**src/rtl/ftp_pkg.sv**
```systemverilog
package ftp_pkg;

  localparam int unsigned DATA_W     = 8;
  localparam int unsigned TOGGLE_BIT = 6;
  localparam int unsigned ERROR_BIT  = 5;

  typedef enum logic [2:0] {
    ST_IDLE  = 3'd0,
    ST_FIRST = 3'd1,
    ST_NEXT  = 3'd2,
    ST_CHK_A = 3'd3,
    ST_CHK_B = 3'd4
  } ftp_state_e;

  typedef enum logic [1:0] {
    RES_PASS    = 2'b00,
    RES_FAIL    = 2'b01,
    RES_TIMEOUT = 2'b10
  } ftp_result_e;

endpackage

```
**src/rtl/ftp_ref_reg.sv**
```systemverilog
// Holds bit 6 of the previous completed read; reports a difference
// against the read completing in the current cycle.
module ftp_ref_reg (
  input  logic clk,
  input  logic rst_n,
  input  logic load_i,
  input  logic bit_i,
  output logic differs_o
);

  logic ref_q;
  logic ref_d;

  always_comb begin
    ref_d = ref_q;
    if (load_i) ref_d = bit_i;
  end

  always_ff @(posedge clk or negedge rst_n) begin
    if (!rst_n) ref_q <= 1'b0;
    else        ref_q <= ref_d;
  end

  assign differs_o = ref_q ^ bit_i;

endmodule

```
**src/rtl/ftp_pair_cnt.sv**
```systemverilog
// Counts toggling comparisons against a latched bound.
module ftp_pair_cnt #(
  parameter int unsigned CW = 16
) (
  input  logic          clk,
  input  logic          rst_n,
  input  logic          arm_i,
  input  logic          inc_i,
  input  logic [CW-1:0] limit_i,
  output logic          last_o
);

  logic [CW-1:0] cnt_q, cnt_d;
  logic [CW-1:0] lim_q, lim_d;
  logic [CW:0]   cnt_plus;

  always_comb begin
    cnt_d = cnt_q;
    lim_d = lim_q;
    if (arm_i) begin
      cnt_d = '0;
      lim_d = (limit_i == '0) ? CW'(1) : limit_i;
    end else if (inc_i) begin
      cnt_d = cnt_q + CW'(1);
    end
  end

  always_ff @(posedge clk or negedge rst_n) begin
    if (!rst_n) begin
      cnt_q <= '0;
      lim_q <= CW'(1);
    end else begin
      cnt_q <= cnt_d;
      lim_q <= lim_d;
    end
  end

  assign cnt_plus = {1'b0, cnt_q} + (CW+1)'(1);
  assign last_o   = (cnt_plus >= {1'b0, lim_q});

  // the count never reaches the bound while still running
  a_r4_cnt_below_limit: assert property (@(posedge clk) disable iff (!rst_n)
    cnt_q < lim_q);

endmodule

```
**src/rtl/ftp_ctrl.sv**
```systemverilog
// Sequencer: polling loop, error re-check pair, result reporting.
module ftp_ctrl
  import ftp_pkg::*;
(
  input  logic       clk,
  input  logic       rst_n,
  input  logic       start_i,
  input  logic       ack_i,
  input  logic       tog_i,
  input  logic       err_i,
  input  logic       differs_i,
  input  logic       last_i,
  output logic       accept_o,
  output logic       req_o,
  output logic       ref_load_o,
  output logic       cnt_arm_o,
  output logic       cnt_inc_o,
  output logic       done_o,
  output logic [1:0] status_o
);

  ftp_state_e  state_q, state_d;
  logic        done_q, done_d;
  ftp_result_e res_q, res_d;
  logic        fire;

  assign req_o    = (state_q != ST_IDLE);
  assign fire     = req_o & ack_i;
  assign accept_o = (state_q == ST_IDLE) & start_i;

  always_comb begin
    state_d    = state_q;
    done_d     = 1'b0;
    res_d      = res_q;
    ref_load_o = 1'b0;
    cnt_arm_o  = 1'b0;
    cnt_inc_o  = 1'b0;
    unique case (state_q)
      ST_IDLE: begin
        if (start_i) begin
          cnt_arm_o = 1'b1;
          state_d   = ST_FIRST;
        end
      end
      ST_FIRST: begin
        if (fire) begin
          if (err_i) begin
            state_d = ST_CHK_A;
          end else begin
            ref_load_o = 1'b1;
            state_d    = ST_NEXT;
          end
        end
      end
      ST_NEXT: begin
        if (fire) begin
          if (err_i) begin
            state_d = ST_CHK_A;
          end else if (!differs_i) begin
            state_d = ST_IDLE;
            done_d  = 1'b1;
            res_d   = RES_PASS;
          end else if (last_i) begin
            state_d = ST_IDLE;
            done_d  = 1'b1;
            res_d   = RES_TIMEOUT;
          end else begin
            ref_load_o = 1'b1;
            cnt_inc_o  = 1'b1;
          end
        end
      end
      ST_CHK_A: begin
        if (fire) begin
          ref_load_o = 1'b1;
          state_d    = ST_CHK_B;
        end
      end
      ST_CHK_B: begin
        if (fire) begin
          state_d = ST_IDLE;
          done_d  = 1'b1;
          res_d   = differs_i ? RES_FAIL : RES_PASS;
        end
      end
      default: state_d = ST_IDLE;
    endcase
  end

  always_ff @(posedge clk or negedge rst_n) begin
    if (!rst_n) begin
      state_q <= ST_IDLE;
      done_q  <= 1'b0;
      res_q   <= RES_PASS;
    end else begin
      state_q <= state_d;
      done_q  <= done_d;
      res_q   <= res_d;
    end
  end

  assign done_o   = done_q;
  assign status_o = res_q;

  // done is a single-cycle pulse
  a_r7_done_pulse: assert property (@(posedge clk) disable iff (!rst_n)
    done_q |=> !done_q);

  // status changes only together with done
  a_r7_status_hold: assert property (@(posedge clk) disable iff (!rst_n)
    !done_q |-> $stable(res_q));

  // the second re-check read always ends the run with pass or fail
  a_r5_recheck_ends: assert property (@(posedge clk) disable iff (!rst_n)
    (state_q == ST_CHK_B) && fire |=> done_q && (res_q != RES_TIMEOUT));

  // done is never raised while a run is still in progress
  a_r7_done_idle: assert property (@(posedge clk) disable iff (!rst_n)
    done_q |-> (state_q == ST_IDLE));

  // bit 5 during polling never leads directly to a result
  a_r5_err_rechecks: assert property (@(posedge clk) disable iff (!rst_n)
    ((state_q == ST_FIRST) || (state_q == ST_NEXT)) && fire && err_i |=> !done_q && (state_q == ST_CHK_A));

endmodule

```
**src/rtl/flash_toggle_poll.sv**
```systemverilog
module flash_toggle_poll
  import ftp_pkg::*;
#(
  parameter int unsigned AW = 17,
  parameter int unsigned CW = 16
) (
  input  logic              clk,
  input  logic              rst_n,
  input  logic              start_i,
  input  logic [AW-1:0]     addr_i,
  input  logic [CW-1:0]     limit_i,
  output logic              rd_req_o,
  output logic [AW-1:0]     rd_addr_o,
  input  logic              rd_ack_i,
  input  logic [DATA_W-1:0] rd_data_i,
  output logic              busy_o,
  output logic              done_o,
  output logic [1:0]        status_o
);

  // reset: asserted asynchronously, released on a clock edge
  logic rst_s1_q, rst_q;

  always_ff @(posedge clk or negedge rst_n) begin
    if (!rst_n) begin
      rst_s1_q <= 1'b0;
      rst_q    <= 1'b0;
    end else begin
      rst_s1_q <= 1'b1;
      rst_q    <= rst_s1_q;
    end
  end

  logic          accept;
  logic          ref_load;
  logic          cnt_arm;
  logic          cnt_inc;
  logic          differs;
  logic          last;
  logic [AW-1:0] addr_q, addr_d;

  always_comb begin
    addr_d = addr_q;
    if (accept) addr_d = addr_i;
  end

  always_ff @(posedge clk or negedge rst_q) begin
    if (!rst_q) addr_q <= '0;
    else        addr_q <= addr_d;
  end

  ftp_ctrl u_ctrl (
    .clk        (clk),
    .rst_n      (rst_q),
    .start_i    (start_i),
    .ack_i      (rd_ack_i),
    .tog_i      (rd_data_i[TOGGLE_BIT]),
    .err_i      (rd_data_i[ERROR_BIT]),
    .differs_i  (differs),
    .last_i     (last),
    .accept_o   (accept),
    .req_o      (rd_req_o),
    .ref_load_o (ref_load),
    .cnt_arm_o  (cnt_arm),
    .cnt_inc_o  (cnt_inc),
    .done_o     (done_o),
    .status_o   (status_o)
  );

  ftp_ref_reg u_ref (
    .clk       (clk),
    .rst_n     (rst_q),
    .load_i    (ref_load),
    .bit_i     (rd_data_i[TOGGLE_BIT]),
    .differs_o (differs)
  );

  ftp_pair_cnt #(.CW(CW)) u_cnt (
    .clk     (clk),
    .rst_n   (rst_q),
    .arm_i   (cnt_arm),
    .inc_i   (cnt_inc),
    .limit_i (limit_i),
    .last_o  (last)
  );

  assign rd_addr_o = addr_q;
  assign busy_o    = rd_req_o;

  // an outstanding request is held until acknowledged
  a_r2_req_hold: assert property (@(posedge clk) disable iff (!rst_q)
    rd_req_o && !rd_ack_i |=> rd_req_o && $stable(rd_addr_o));

  // start while busy leaves the polled address untouched
  a_r6_start_ignored: assert property (@(posedge clk) disable iff (!rst_q)
    busy_o && start_i |=> $stable(addr_q));

endmodule

```
**config.mk**
```make
export PLATFORM = sky130hd
export DESIGN_NAME = flash_toggle_poll
export DESIGN_NICKNAME = d
export VERILOG_FILES = /design/src/rtl/ftp_pkg.sv /design/src/rtl/ftp_ref_reg.sv /design/src/rtl/ftp_pair_cnt.sv /design/src/rtl/ftp_ctrl.sv /design/src/rtl/flash_toggle_poll.sv
export SDC_FILE = /design/constraint.sdc
export NUM_CORES = 1
export LEC_CHECK = 0
export BUFFER_PORTS_ARGS = -buffer_cell sky130_fd_sc_hd__buf_2
export CAP_MARGIN = 10
export CORE_UTILIZATION = 35
export CTS_BUF_LIST = sky130_fd_sc_hd__clkbuf_4
export DETAILED_ROUTE_END_ITERATION = 10
export PLACE_DENSITY = 0.66
export SYNTH_ARGS = -nofsm -noshare
export SYNTH_HDL_FRONTEND = slang
export SYNTH_HIERARCHICAL = 1
export SYNTH_SLANG_ARGS = --single-unit
```
**constraint.sdc**
```tcl
create_clock -name clk -period 3.12 [get_ports clk]
set_input_delay 0.156 -clock clk [delete_from_list [all_inputs] [get_ports clk]]
set_output_delay 0.156 -clock clk [all_outputs]
set_load 0.02 [all_outputs]
```
# == Word-level counts from Yosys, hierarchy flattened ==
# Index checks and enable logic that the tools add are counted.
# classes
n_reduce_logical,7
eq_ne,12
n_lt_le_gt_ge,1
addsub,2
n_mux,36
n_bitwise,3
# op_table
cell,n
$mux W16,3
$mux W3,8
$add A16 B1 Y17 const B,1
$ge A17 B16 Y1,1
$add A16 B1 Y16 const B,1
$logic_not A16 Y1,1
$mux W1,16
$pmux W3 S5,1
$mux W2,5
$ne A2 B1 Y1 const B,4
$eq A3 B2 Y1 const B,2
$reduce_and A6 Y1,1
$reduce_and A5 Y1,1
$ne A2 B2 Y1 const B,2
$ne A4 B4 Y1 const B,1
$pmux W2 S2,1
$reduce_bool A2 Y1,2
$eq A3 B1 Y1 const B,1
$eq A3 B3 Y1 const B,1
$logic_not A3 Y1,1
$ne A3 B3 Y1 const B,1
$pmux W1 S3,1
$reduce_bool A3 Y1,1
$and A1 B1 Y1,2
2 further kinds,2
# word_totals
regBits,58
inputBits,45
word_cells,70

# == Longest topological paths before layout ==
# logic_depth
depth_word,9
mapped_depth,19

# == Hierarchy ==
# Netlist, hierarchy kept.
# modules_own_cells
mod,seq_area_each_um2,area_per_inst_um2,instances,cells_per_inst
ftp_pair_cnt,802.0,2038.2,1,227
flash_toggle_poll,475.5,747.0,1,40
ftp_ctrl,150.1,402.9,1,42
ftp_ref_reg,25.0,48.8,1,3

# == Least setup slack after synthesis ==
# Ideal clock, no wire load.
# synth_path
kind,reg-to-reg
from,register u_cnt.cnt_q[0]
to,register u_cnt.cnt_q[11]
slack_ns,-0.547
path_stages_with_launch,20
required_ns,3.001
setup_ns,0.119
synth_period_minus_slack_ns,3.667
arrival_time_ns,3.548
path_cell_list,dfrtp_1 > ha_1 > nand3_2 > nor2_4 > and3_1 > nand2_1 > xnor2_1 > ha_1 > nand3_1 > nor2_1 > o31ai_1 > nand4_1 > nand2b_1 > nor4_1 > clkbuf_8 > and3_2 > nor4b_4 > and2b_1 > xnor2_1 > nor2_1
# synth_between
elab_chain_cells,8
elab_cells_between_ends,11
classes_between,2 x add/sub; 1 x order compare; 7 x mux; 1 x reduce/logical
# synth_rtl
item,line,rtl
from (decl),ftp_pair_cnt.sv:13,"logic [CW-1:0] cnt_q, cnt_d;"
from (signal assigned),ftp_pair_cnt.sv:33,cnt_q <= cnt_d;
$add A16 B1 Y17,ftp_pair_cnt.sv:38,"assign cnt_plus = {1'b0, cnt_q} + (CW+1)'(1);"
$ge A17 B16 Y1,ftp_pair_cnt.sv:39,"assign last_o = (cnt_plus >= {1'b0, lim_q});"
net last,flash_toggle_poll.sv:39,logic last;
$mux W1,ftp_ctrl.sv:63,end else if (last_i) begin
$mux W1,ftp_ctrl.sv:59,end else if (!differs_i) begin
$mux W1,ftp_ctrl.sv:57,if (err_i) begin
$mux W1,ftp_ctrl.sv:56,if (fire) begin
$mux W1,ftp_ctrl.sv:38,unique case (state_q)
net cnt_inc,flash_toggle_poll.sv:37,logic cnt_inc;
$reduce_bool A2 Y1 (no line),-,
# The timed path passes the listed nets, and every way through them passes these cells. The select of a mux whose other input is x is not followed.
# A chain may end at the register's enable or synchronous reset.

# == Worst setup path in the final report ==
# layout_path
from,register u_cnt.cnt_q[0]
to,register u_ref.ref_q
# layout_between
elab_chain_cells,7
# layout_rtl
item,line,rtl
$add A16 B1 Y17,ftp_pair_cnt.sv:38,
$ge A17 B16 Y1,ftp_pair_cnt.sv:39,
net last,flash_toggle_poll.sv:39,
$mux W1,ftp_ctrl.sv:63,
$mux W1,ftp_ctrl.sv:59,
$mux W1,ftp_ctrl.sv:57,
$mux W1,ftp_ctrl.sv:56,
$pmux W1 S3,ftp_ctrl.sv:38,
net ref_load,flash_toggle_poll.sv:35,logic ref_load;
to (signal assigned),ftp_ref_reg.sv:21,else ref_q <= ref_d;
to (decl),ftp_ref_reg.sv:11,logic ref_q;
# The timed path passes the listed nets, and every way through them passes these cells.

==> metrics.md <==
| Metric | Value |
|---|---|
| Critical path type | reg -> reg |
| Sequential area share after synthesis | 44.88% |
| Final setup viols | 17 |
| IO buf count | 60 |
| Worst-path fanout max | 4 |
| Final GP Congestion | 0.8337 |
| Vias in the first global route | 2795 |
| P_leak | 2.247 nW |
| Layout cells sized above 1 | 41.18% |
| Finished Layout Cells | 567 |
| Pins Over Slew Limit | 0 |
| Number of synthesized flops with an enable pin | 0 |
| Violated checks | DRC, setup timing |
| Area Overhead vs Synth | 41.40% |
| Pin count of the biggest net entering global routing | 36 |
| Cells after Synth | 312 |
| Setup_tns | -2229 ps |
| Final hold vios | 0 |
| Unrepaired setup endpoints after global routing | true |
| Startpoint types | flip-flop |
| Outcome | finished, violations left |
| Starting Density | 36.58% |
| Commonest non-fill, non-tap cell in the layout | buf_2 |
| First-pass GRT wire length | 12930 um |
| Post-DR wirelength/cell | 13.51 um |
| Post-DRT Antenna Nets | 0 |
| Dominant cell type by area after synthesis | dfrtp_1 |
| MaxCap Viol Count | 0 |
| R2R cell count | 18 |
| Clk slew on worst S/H paths | 100 ps |
| Top achievable clock speed | 293.4 MHz |
| Max H-tree Level | 3 |
| Most frequent cells in the layout | 60 x buf_2, 53 x dfrtp_1, 49 x buf_4 |
| Worst Hold Class | in -> async |
| GRT Total Usage | 17.00% |
| Pwr Density | 640.8 nW/um^2 |
| Relative slew margins | 56.29% |
| Top-area cell type share of the netlist area | 44.07% |
| Critical path arrival | 3700 ps |
| Clk_lat worst skew | 400 ps |
| Post-DP HPWL | 5171 um |
| Main synth FF type | dfrtp_1 |
| Initial antenna violation count | 0 |
| Setup crit end kind | flip-flop |
| Starting DRC count in detailed routing | 113 |
| Vias | 2706 |
| Final min period | 3409 ps |
| Grt ovf | 0 |
| Die outline height | 98.17 um |
| Die area | 9636 sq um |
| Average size of a mapped cell | 10.37 sq um |
| Row count | 34 |
| DIE WIDTH | 98.17 um |
| Post-synth cell types | 50 |
| Worst Tran Pin Value | 655.6 ps |
| Post-DR vias/cell | 4.772 |
| Yosys reg bits | 58 |
| Post-Route WL | 7660 um |
| Worst Path Required | 3410 ps |
| Mapped cell area | 3237 sq um |
| Yosys warnings | 6 |
| Diode count | 0 |
| Drt drc | 4 |
| R2R setup slack | -290 ps |
| Core footprint | 8848 sq um |
| Post-synth ARST share | 100.0% |
| Clock Tree Root | clkbuf_4 |
| Post-route setup slack | -288.8 ps |
| Main area contributors after synthesis | dfrtp_1 44%, ha_1 6.6%, mux2_4 5.1% |
| Final Cycle Share | 109.3% |
| FF-to-FF Start | u_cnt/cnt_q[0]$_DFFE_PN0P_ |
| CTS Buf Count | 9 |
| Layout Skew | 6.652 ps |
| Fill count | 804 |
| Cell Count Post-Placement | 505 |
| Syn nets | 374 |
| # IOs | 67 |
| Power, Total | 0.002933 W |
| TritonCTS clock tree | done |
| Max Buffers Root-to-Sink | 2 |
| DRT Pass-1 Iters | 7 |
| Worst vdd ir | 458.0 uV |
| TritonCTS Sinks | 58 |
| R2R Path End | u_ref/ref_q$_DFFE_PN0P_ |
| Number of nets in the layout | 516 |
[where the power goes]
part	switching, W	internal, W
registers	0.000168	0.00102
logic	0.000689	0.000633
clock network	0.000267	0.000160
total	0.00112	0.00181
[area by class of cell]
class	instances	area [sq um]	share of cell area (%)
clock buffers	10	75.07	1.640
clock inverters	6	25.02	0.5467
inverters	18	67.56	1.476
multi-input cells	219	1743	38.08
flip-flops and latches	58	1458	31.85
well taps	108	135.1	2.952
repair buffers	148	1074	23.46
[metrics by stage]
step / hold WS, ps / area [sq um] / setup slack [ps] / util, %
6_report: 59.91 / 4577 / -288.8 / 51.73
5_1_grt: 17.75 / 4577 / -570.9 / 51.73
4_1_cts: 26.33 / 4467 / -257.5 / 50.48
3_5_place_dp: -57.42 / 3905 / -545.6 / 44.13
3_3_place_gp: -58.80 / 3905 / -340.5 / 44.13
2_1_floorplan: -139.6 / 3296 / -371.8 / -
[kinds of logic (layout without fill, tap and decap cells)]
family	count (synthesis)	in the layout	synth area share, %
AND/OR/NAND/NOR	106	106	17.16
multiplexers	20	20	8.156
buffers and inverters	35	182	7.112
other	1	1	0.1159
flip-flops	58	58	44.88
adder cells (fa/ha/maj)	17	17	6.571
XOR/XNOR	27	27	7.306
AO/OA/AOI/OAI	48	48	8.698
[state kept, by name, summed over array words and instances (netlist names)]
name / flops
rst_q: 1
rd_addr_o: 17
rst_s1_q: 1
u_ctrl/done_o: 1
u_ref/ref_q: 1
u_ctrl/state_q: 3
u_ctrl/status_o: 2
u_cnt/cnt_q: 16
u_cnt/lim_q: 16
[how the worst max path moves through the flow]
| stage | startpoint | slack [ps] | end |
|---|---|---|---|
| 6_report | u_cnt/cnt_q[0]$_DFFE_PN0P_ | -290 | u_ref/ref_q$_DFFE_PN0P_ |
| 2_1_floorplan | u_cnt/cnt_q[1]$_DFFE_PN0P_ | -370 | u_cnt/cnt_q[11]$_DFFE_PN0P_ |
| 5_1_grt | u_cnt/cnt_q[0]$_DFFE_PN0P_ | -570 | u_cnt/cnt_q[11]$_DFFE_PN0P_ |
| 3_5_place_dp | u_cnt/cnt_q[1]$_DFFE_PN0P_ | -550 | u_cnt/cnt_q[11]$_DFFE_PN0P_ |
| 3_3_place_gp | u_cnt/cnt_q[1]$_DFFE_PN0P_ | -340 | u_cnt/cnt_q[13]$_DFFE_PN0P_ |
| 4_1_cts | u_cnt/cnt_q[0]$_DFFE_PN0P_ | -260 | u_cnt/cnt_q[11]$_DFFE_PN0P_ |
[cell usage after synthesis (2+ instances only)]
cell / instances
nor3b_1: 2
clkbuf_1: 4
nor2_1: 25
nand4_1: 7
xnor2_1: 9
mux2_2: 7
a22o_1: 3
xor2_1: 18
nand2_1: 33
clkbuf_8: 3
dfrtp_1: 57
buf_6: 5
o21ai_0: 22
ha_1: 17
and3_1: 2
nand2b_1: 4
mux2i_1: 2
mux2_4: 11
nand3_1: 11
or3_1: 3
and3_2: 2
inv_1: 18
nor4_1: 4
a21o_1: 2
a21oi_1: 14
buf_4: 3
[metal layers]
metal | global-route usage (%) | wire length (um)
met3 | 3.865 | 291
met2 | 28.28 | 3727
met4 | 6.200 | 106
met5 | 0 | 0
met1 | 21.64 | 3536
[worst max-delay path: stages, from the launching register on]
cell and delay (ps):
dfrtp_2 430, ha_4 160, nand3_4 70, nor2_4 110, and3_4 240, nand2_4 60
xnor2_2 130, ha_1 310, nand4_1 80, a21oi_1 70, o31ai_1 180, nand4_1 200
nand2b_4 200, buf_4 150, buf_6 100, buf_6 110, o21bai_1 140, nor3b_4 230
mux2_4 320
[what timing repair did]
action,in CTS,in global routing
setup buffers,7,6
hold buffers,34,0
pin swaps,15,21
hold endpoints to repair,35,0
gates resized for setup,16,18
endpoints found under the setup margin,17,19
(Power assumes the default switching activity.)
